[config.mk]
export PLATFORM = sky130hd
export DESIGN_NAME = adc_conv_seq
export DESIGN_NICKNAME = d
export VERILOG_FILES = /design/src/rtl/adc_seq_pkg.sv /design/src/rtl/adc_seq_dp.sv /design/src/rtl/adc_seq_ctrl.sv /design/src/rtl/adc_conv_seq.sv
export SDC_FILE = /design/constraint.sdc
export NUM_CORES = 1
export LEC_CHECK = 0
export ABC_AREA = 1
export CORE_AREA = 3 3 75 77
export DETAILED_ROUTE_END_ITERATION = 16
export DIE_AREA = 0 0 78 80
export GPL_ROUTABILITY_DRIVEN = 0
export GPL_TIMING_DRIVEN = 0
export PLACE_DENSITY = 0.56
export SKIP_CTS_REPAIR_TIMING = 1
export SLEW_MARGIN = 20
export SYNTH_ARGS = -nofsm -noshare
export SYNTH_HDL_FRONTEND = slang
export SYNTH_HIERARCHICAL = 1
export SYNTH_SLANG_ARGS = --single-unit
export TNS_END_PERCENT = 5
[constraint.sdc]
create_clock -name clk -period 4 [get_ports clk]
set_clock_uncertainty 0.05 [all_clocks]
set_input_delay 0.6 -clock clk [delete_from_list [all_inputs] [get_ports clk]]
set_output_delay 0.6 -clock clk [all_outputs]
set_load 0.02 [all_outputs]
[src/rtl/adc_seq_pkg.sv]
package adc_seq_pkg;

  localparam int DIV_W = 5;   // wide enough for a ratio of 32
  localparam int ACQ_W = 2;

  typedef struct packed {
    logic latchCfg;
    logic divClr;
    logic acqClr;
    logic acqInc;
    logic convClr;
    logic convInc;
  } seqStrobe_t;

  typedef struct packed {
    logic powerOn;
    logic trig;
    logic tick;
    logic acqLast;
    logic convLast;
  } seqStatus_t;

  // Non-monotonic divider encoding, returned as a power-of-two shift.
  function automatic logic [2:0] divShift(input logic [1:0] code);
    case (code)
      2'b00:   divShift = 3'd3;
      2'b01:   divShift = 3'd2;
      2'b10:   divShift = 3'd4;
      default: divShift = 3'd5;
    endcase
  endfunction

  function automatic logic [DIV_W-1:0] divLimit(input logic [1:0] code);
    logic [DIV_W:0] full;
    full = (DIV_W+1)'(1) << divShift(code);
    divLimit = DIV_W'(full - (DIV_W+1)'(1));
  endfunction

endpackage

[src/rtl/adc_seq_dp.sv]
module adc_seq_dp
  import adc_seq_pkg::*;
#(
  parameter int MIN_LOW   = 8,
  parameter int CONV_CLKS = 16
) (
  input  logic        clk,
  input  logic        rstN,
  input  logic        cfgWe,
  input  logic [7:0]  cfgWdata,
  input  logic        timerOvf,
  input  logic        convstN,
  input  logic        busy,
  input  seqStrobe_t  strobe,
  output seqStatus_t  status,
  output logic        adcClkEn,
  output logic        refSel
);

  localparam int LOW_W  = $clog2(MIN_LOW + 1);
  localparam int CONV_W = (CONV_CLKS > 1) ? $clog2(CONV_CLKS) : 1;
  localparam logic [LOW_W-1:0]  LOW_SAT   = LOW_W'(MIN_LOW);
  localparam logic [CONV_W-1:0] CONV_LAST = CONV_W'(CONV_CLKS - 1);

  // control register
  logic [7:0] cfgQ;
  always_ff @(posedge clk or negedge rstN) begin
    if (!rstN)      cfgQ <= '0;
    else if (cfgWe) cfgQ <= cfgWdata;
  end

  logic       powerOn, timerEn, extEn;
  logic [1:0] divCodeLive, acqCodeLive;
  assign powerOn     = cfgQ[7];
  assign refSel      = cfgQ[6];
  assign divCodeLive = cfgQ[5:4];
  assign acqCodeLive = cfgQ[3:2];
  assign timerEn     = cfgQ[1];
  assign extEn       = cfgQ[0];

  // settings captured at conversion start
  logic [1:0]       divCodeHeld;
  logic [ACQ_W-1:0] acqCodeHeld;
  always_ff @(posedge clk or negedge rstN) begin
    if (!rstN) begin
      divCodeHeld <= '0;
      acqCodeHeld <= '0;
    end else if (strobe.latchCfg) begin
      divCodeHeld <= divCodeLive;
      acqCodeHeld <= acqCodeLive;
    end
  end

  // converter clock divider
  logic [DIV_W-1:0] divCnt, divLim;
  logic             divWrap;
  assign divLim  = busy ? divLimit(divCodeHeld) : divLimit(divCodeLive);
  assign divWrap = (divCnt == divLim);

  always_ff @(posedge clk or negedge rstN) begin
    if (!rstN)                         divCnt <= '0;
    else if (!powerOn || strobe.divClr) divCnt <= '0;
    else if (divWrap)                  divCnt <= '0;
    else                               divCnt <= divCnt + 1'b1;
  end

  assign adcClkEn = powerOn && divWrap;

  // external pin: two-stage synchroniser plus edge history
  logic syncA, syncB, syncC;
  always_ff @(posedge clk or negedge rstN) begin
    if (!rstN) begin
      syncA <= 1'b1;
      syncB <= 1'b1;
      syncC <= 1'b1;
    end else begin
      syncA <= convstN;
      syncB <= syncA;
      syncC <= syncB;
    end
  end

  // saturating low-period counter
  logic [LOW_W-1:0] lowCnt;
  always_ff @(posedge clk or negedge rstN) begin
    if (!rstN)                  lowCnt <= '0;
    else if (syncB)             lowCnt <= '0;
    else if (lowCnt != LOW_SAT) lowCnt <= lowCnt + 1'b1;
  end

  logic extRise, extQualified;
  assign extRise      = syncB && !syncC;
  assign extQualified = extRise && (lowCnt >= LOW_SAT);

  // trigger qualification
  logic timerHit, extHit;
  assign timerHit = timerEn && timerOvf;
  assign extHit   = extEn && extQualified;

  // acquisition counter
  logic [ACQ_W-1:0] acqCnt;
  always_ff @(posedge clk or negedge rstN) begin
    if (!rstN)              acqCnt <= '0;
    else if (strobe.acqClr) acqCnt <= '0;
    else if (strobe.acqInc) acqCnt <= acqCnt + 1'b1;
  end

  // conversion counter
  logic [CONV_W-1:0] convCnt;
  always_ff @(posedge clk or negedge rstN) begin
    if (!rstN)               convCnt <= '0;
    else if (strobe.convClr) convCnt <= '0;
    else if (strobe.convInc) convCnt <= convCnt + 1'b1;
  end

  assign status.powerOn  = powerOn;
  assign status.trig     = powerOn && !busy && (timerHit || extHit);
  assign status.tick     = adcClkEn;
  assign status.acqLast  = (acqCnt == acqCodeHeld);
  assign status.convLast = (convCnt == CONV_LAST);

endmodule

[src/rtl/adc_seq_ctrl.sv]
module adc_seq_ctrl
  import adc_seq_pkg::*;
(
  input  logic       clk,
  input  logic       rstN,
  input  seqStatus_t status,
  output seqStrobe_t strobe,
  output logic       busy,
  output logic       sampleStrobe,
  output logic       convDone
);

  typedef enum logic [1:0] {
    ST_IDLE = 2'd0,
    ST_ACQ  = 2'd1,
    ST_CONV = 2'd2
  } seqState_t;

  seqState_t state, stateNext;
  logic      sampleNext, doneNext;

  always_comb begin
    stateNext  = state;
    strobe     = '0;
    sampleNext = 1'b0;
    doneNext   = 1'b0;
    case (state)
      ST_IDLE: begin
        if (status.trig) begin
          strobe.latchCfg = 1'b1;
          strobe.divClr   = 1'b1;
          strobe.acqClr   = 1'b1;
          stateNext       = ST_ACQ;
        end
      end
      ST_ACQ: begin
        if (!status.powerOn) begin
          stateNext = ST_IDLE;
        end else if (status.tick) begin
          if (status.acqLast) begin
            strobe.convClr = 1'b1;
            sampleNext     = 1'b1;
            stateNext      = ST_CONV;
          end else begin
            strobe.acqInc = 1'b1;
          end
        end
      end
      ST_CONV: begin
        if (!status.powerOn) begin
          stateNext = ST_IDLE;
        end else if (status.tick) begin
          if (status.convLast) begin
            doneNext  = 1'b1;
            stateNext = ST_IDLE;
          end else begin
            strobe.convInc = 1'b1;
          end
        end
      end
      default: stateNext = ST_IDLE;
    endcase
  end

  always_ff @(posedge clk or negedge rstN) begin
    if (!rstN) begin
      state        <= ST_IDLE;
      sampleStrobe <= 1'b0;
      convDone     <= 1'b0;
    end else begin
      state        <= stateNext;
      sampleStrobe <= sampleNext;
      convDone     <= doneNext;
    end
  end

  assign busy = (state != ST_IDLE);

endmodule

[src/rtl/adc_conv_seq.sv]
module adc_conv_seq
  import adc_seq_pkg::*;
#(
  parameter int MIN_LOW   = 8,
  parameter int CONV_CLKS = 16
) (
  input  logic       clk,
  input  logic       rstN,
  input  logic       cfgWe,
  input  logic [7:0] cfgWdata,
  input  logic       timerOvf,
  input  logic       convstN,
  output logic       adcClkEn,
  output logic       sampleStrobe,
  output logic       busy,
  output logic       refSel,
  output logic       convDone
);

  seqStrobe_t strobe;
  seqStatus_t status;

  adc_seq_dp #(
    .MIN_LOW  (MIN_LOW),
    .CONV_CLKS(CONV_CLKS)
  ) u_dp (
    .clk      (clk),
    .rstN     (rstN),
    .cfgWe    (cfgWe),
    .cfgWdata (cfgWdata),
    .timerOvf (timerOvf),
    .convstN  (convstN),
    .busy     (busy),
    .strobe   (strobe),
    .status   (status),
    .adcClkEn (adcClkEn),
    .refSel   (refSel)
  );

  adc_seq_ctrl u_ctrl (
    .clk          (clk),
    .rstN         (rstN),
    .status       (status),
    .strobe       (strobe),
    .busy         (busy),
    .sampleStrobe (sampleStrobe),
    .convDone     (convDone)
  );

endmodule

==> out/results.tsv <==
stage	metric	value	unit
timing	worst_slack	595	ps
timing	max_freq	294	MHz
clock_tree	clock_latency	280	ps
logic_synthesis	syn_avg_cell_area	7.79	um2
logic_synthesis	synth_compound_area_share	7.33	%
power	leakage	1.14	nW
placed_design	hpwl	2.82	mm
timing	hold_slack	177	ps
power	power_density	485	nW/um2
logic_synthesis	synth-edff-count	0	
clock_tree	htreeDepth	2	
clock_tree	clockRootBuffer	clkbuf_8	
logic_synthesis	synth-seq-cells	34	
logic_synthesis	async_reset_ff_share	100	%
worst_setup_path	end_kind	output pin	
clock_tree	cts_sinks	34	
logic_synthesis	synth_cell_types	26	
power	power.total	1.12	mW
global_routing	grt_pass1_wl	6.44	mm
detailed_routing	vias	1575	
finish	drive_above_1_share	9.78	%
status	outcome	finished clean	
clock_tree	cts_buffers	5	
detailed_routing	wl_per_cell	10.0	um
finish	diodes	0	
logic_synthesis	yosysMostFrequentCell	nand2_1	
logic_synthesis	synth_top_family_by_area	simple AND/OR/NAND/NOR gates	
global_routing	grt_usage	12.9	%
floorplan	die_w	78	um
logic_synthesis	synth_nets	276	
detailed_routing	dr.pass1.iters	4	
logic_synthesis	yosys.area.top_type_share	39.8	%
floorplan	die_h	80	um
timing	setup_tns	0	ps
placed_design	place_area	2230	um2
logic_synthesis	yosys_warnings	6	
logic_synthesis	synthXorXnorAreaFrac	1.35	%
run	drv_cap	0	
placed_design	detailedPlace.worstSlack	382	ps
power	pwr-share-seq	38.1	%
worst_setup_path	r2r_slack	660	ps
worst_setup_path	crit_type	reg -> out	
global_routing	grt-ovfl-total	0	
power	netSwitchingPower	431	uW
clock_tree	cts_tree	built	
detailed_routing	vias_per_cell	4.55	
logic_synthesis	synth_ff_type	dfrtp_1	
timing	fin_crit	3410	ps
worst_setup_path	cp.required	3350	ps
timing	slew_violations	0	
logic_synthesis	synth_area	1950	um2
detailed_routing	drc	0	
floorplan	num_rows	26	
detailed_routing	postRouteAntennaNets	0	
finish	nets	301	
floorplan	dieArea	6240	um2
logic_synthesis	synthTopCellsByCount	51 x nand2_1, 41 x inv_1, 33 x nor2_1	
min_path	hold_class	in -> async	
finish	syn_to_final_growth	18.9	%
finish	fin_area	2310	um2
timing	period_share	85.1	%
global_routing	grt_antenna_before_repair	0	
placed_design	portBuffers	17	
global_routing	grt_pass1_vias	1566	
power	peakVddDrop	222	uV
timing	setup_viol	0	
power	power_frac_clock	20.8	%
timing	tightest_slew	439	ps
logic_synthesis	syn_inst	250	
floorplan	core	5070	um2
logic_synthesis	synth_area_leaders	dfrtp_1 40%, nand2_1 9.8%, ha_1 8.4%, inv_1 7.9%, nor2_1 6.4%	
logic_synthesis	yosys.area_share.simple	27.1	%
timing	max_slew_margin	70.7	%
logic_synthesis	synthMuxAreaShare	1.74	%
logic_synthesis	seq_area_frac_synth	43.9	%
detailed_routing	drtIter0Drc	26	
logic_synthesis	synthAdderAreaFrac	8.35	%
timing	rsz0062_at_grt	no	
worst_setup_path	arrival	2760	ps
worst_setup_path	worstPathMaxFanout	10	
power	internal_power	692	uW
floorplan	initial_utilization	38.4	%
global_routing	grt_max_degree	22	
timing	hold_viol_final	0	
clock_tree	clockBufferDepth	2	
clock_tree	clk_pin_slew_worst_paths	60	ps
detailed_routing	drt_wl_total	3.46	mm
power	p_sw_share	38.4	%
floorplan	ios	18	
logic_synthesis	synth_area_leader_cell	dfrtp_1	
power	pwr-share-comb	41.0	%
worst_setup_path	start_kind	register	
==> critical path, stage by stage (launching register included) <==
cell            delay, ps
dfrtp_1               420
nor2_1                150
inv_1                 160
inv_2                 120
nor2_1                 40
nand2_1                70
nand2_2                90
nor2_2                160
nand2_2                70
ha_1                  310
xnor2_1               120
a21oi_1               140
nand3_2               140
nor3_2                210
dlymetal6s2s_1        250
==> cells in the final DEF, fill, tap and decap left out <==
| cell | instances |
|---|---|
| nor2_4 | 1 |
| ha_1 | 13 |
| clkdlybuf4s50_1 | 15 |
| a21boi_0 | 1 |
| dfrtp_1 | 31 |
| nand2_1 | 51 |
| buf_4 | 5 |
| o21ai_0 | 18 |
| nand2_2 | 3 |
| dfstp_2 | 3 |
| or2_2 | 1 |
| nor2_2 | 1 |
| inv_2 | 1 |
| nor3_1 | 7 |
| a21oi_1 | 8 |
| o21ai_1 | 1 |
| xor2_1 | 1 |
| dlymetal6s2s_1 | 1 |
| nand3_1 | 15 |
| inv_1 | 41 |
| nand3_2 | 1 |
| nand3b_1 | 1 |
| nor4_1 | 1 |
| buf_2 | 1 |
| mux2_2 | 3 |
| nor3_2 | 1 |
| nor2_1 | 33 |
| xnor2_1 | 2 |
| clkbuf_8 | 5 |
| nand4_1 | 5 |
| buf_16 | 1 |
| clkbuf_1 | 4 |
==> power groups by stage <==
stage	sequential [mW]	combinational (mW)	clock [mW]
finish	0.428	0.461	0.234
global route	0.438	0.543	0.261
CTS	0.428	0.465	0.250
detailed placement	0.434	0.464	0
global placement	0.434	0.455	0
floorplan	0.428	0.358	0
==> logic make-up (layout without fill, tap and decap cells) <==
kind of cell               Yosys count  in the layout
buffers and inverters               48             74
AOI/OAI and AO/OA                   28             28
adders and majority gates           13             13
DFF                                 34             34
xor gates and xnor gates             3              3
muxes                                3              3
and+or+nand+nor                    121            121
==> final cells by class <==
| cell class | count | area, um2 |
|---|---|---|
| multi-input combinational | 168 | 898 |
| timing repair buffer | 18 | 195 |
| tap | 70 | 87.6 |
| sequential | 34 | 855 |
| inverter | 42 | 158 |
| buffer | 6 | 41.3 |
| fill | 529 | 2760 |
| clock buffer | 8 | 80.1 |
==> flip-flops by register name (all words and copies together), names as in the netlist <==
name / count
u_dp/divCodeHeld: 2
u_dp/divCnt: 5
u_dp/lowCnt: 4
u_ctrl/state: 2
u_ctrl/sampleStrobe: 1
u_dp/convCnt: 4
u_dp/acqCodeHeld: 2
u_dp/acqCnt: 2
u_ctrl/convDone: 1
u_dp/syncB: 1
u_dp/syncC: 1
u_dp/cfgQ: 8
u_dp/syncA: 1
==> worst paths after layout <==
kind	from	endpoint	cells after the start
setup / recovery	u_ctrl/state[0]	adcClkEn	14
hold / removal	rstN	u_dp/cfgQ[6]	1
setup reg to reg	u_ctrl/state[0]	u_dp/convCnt[3]	21
hold reg to reg	u_dp/syncA	u_dp/syncB	0
max in group asynchronous	rstN	u_dp/syncC	2
min in group clk	u_dp/syncA	u_dp/syncB	0
==> through the flow <==
stage | cells | util (%)
2_1_floorplan | 250 | -
3_3_place_gp | 337 | 43.4
3_5_place_dp | 338 | 43.9
4_1_cts | 346 | 45.5
5_1_grt | 346 | 45.6
6_report | 346 | 45.6
==> metal layers <==
layer / GRT usage (%) / up-vias / wire length, um
li1: - / 837 / -
met1: 15.5 / 716 / 1690
met2: 22.2 / 17 / 1610
met3: 3.61 / 5 / 111
met4: 4.20 / 0 / 51
met5: 0 / - / 0
No activity file was read; power rests on OpenSTA's default activity.
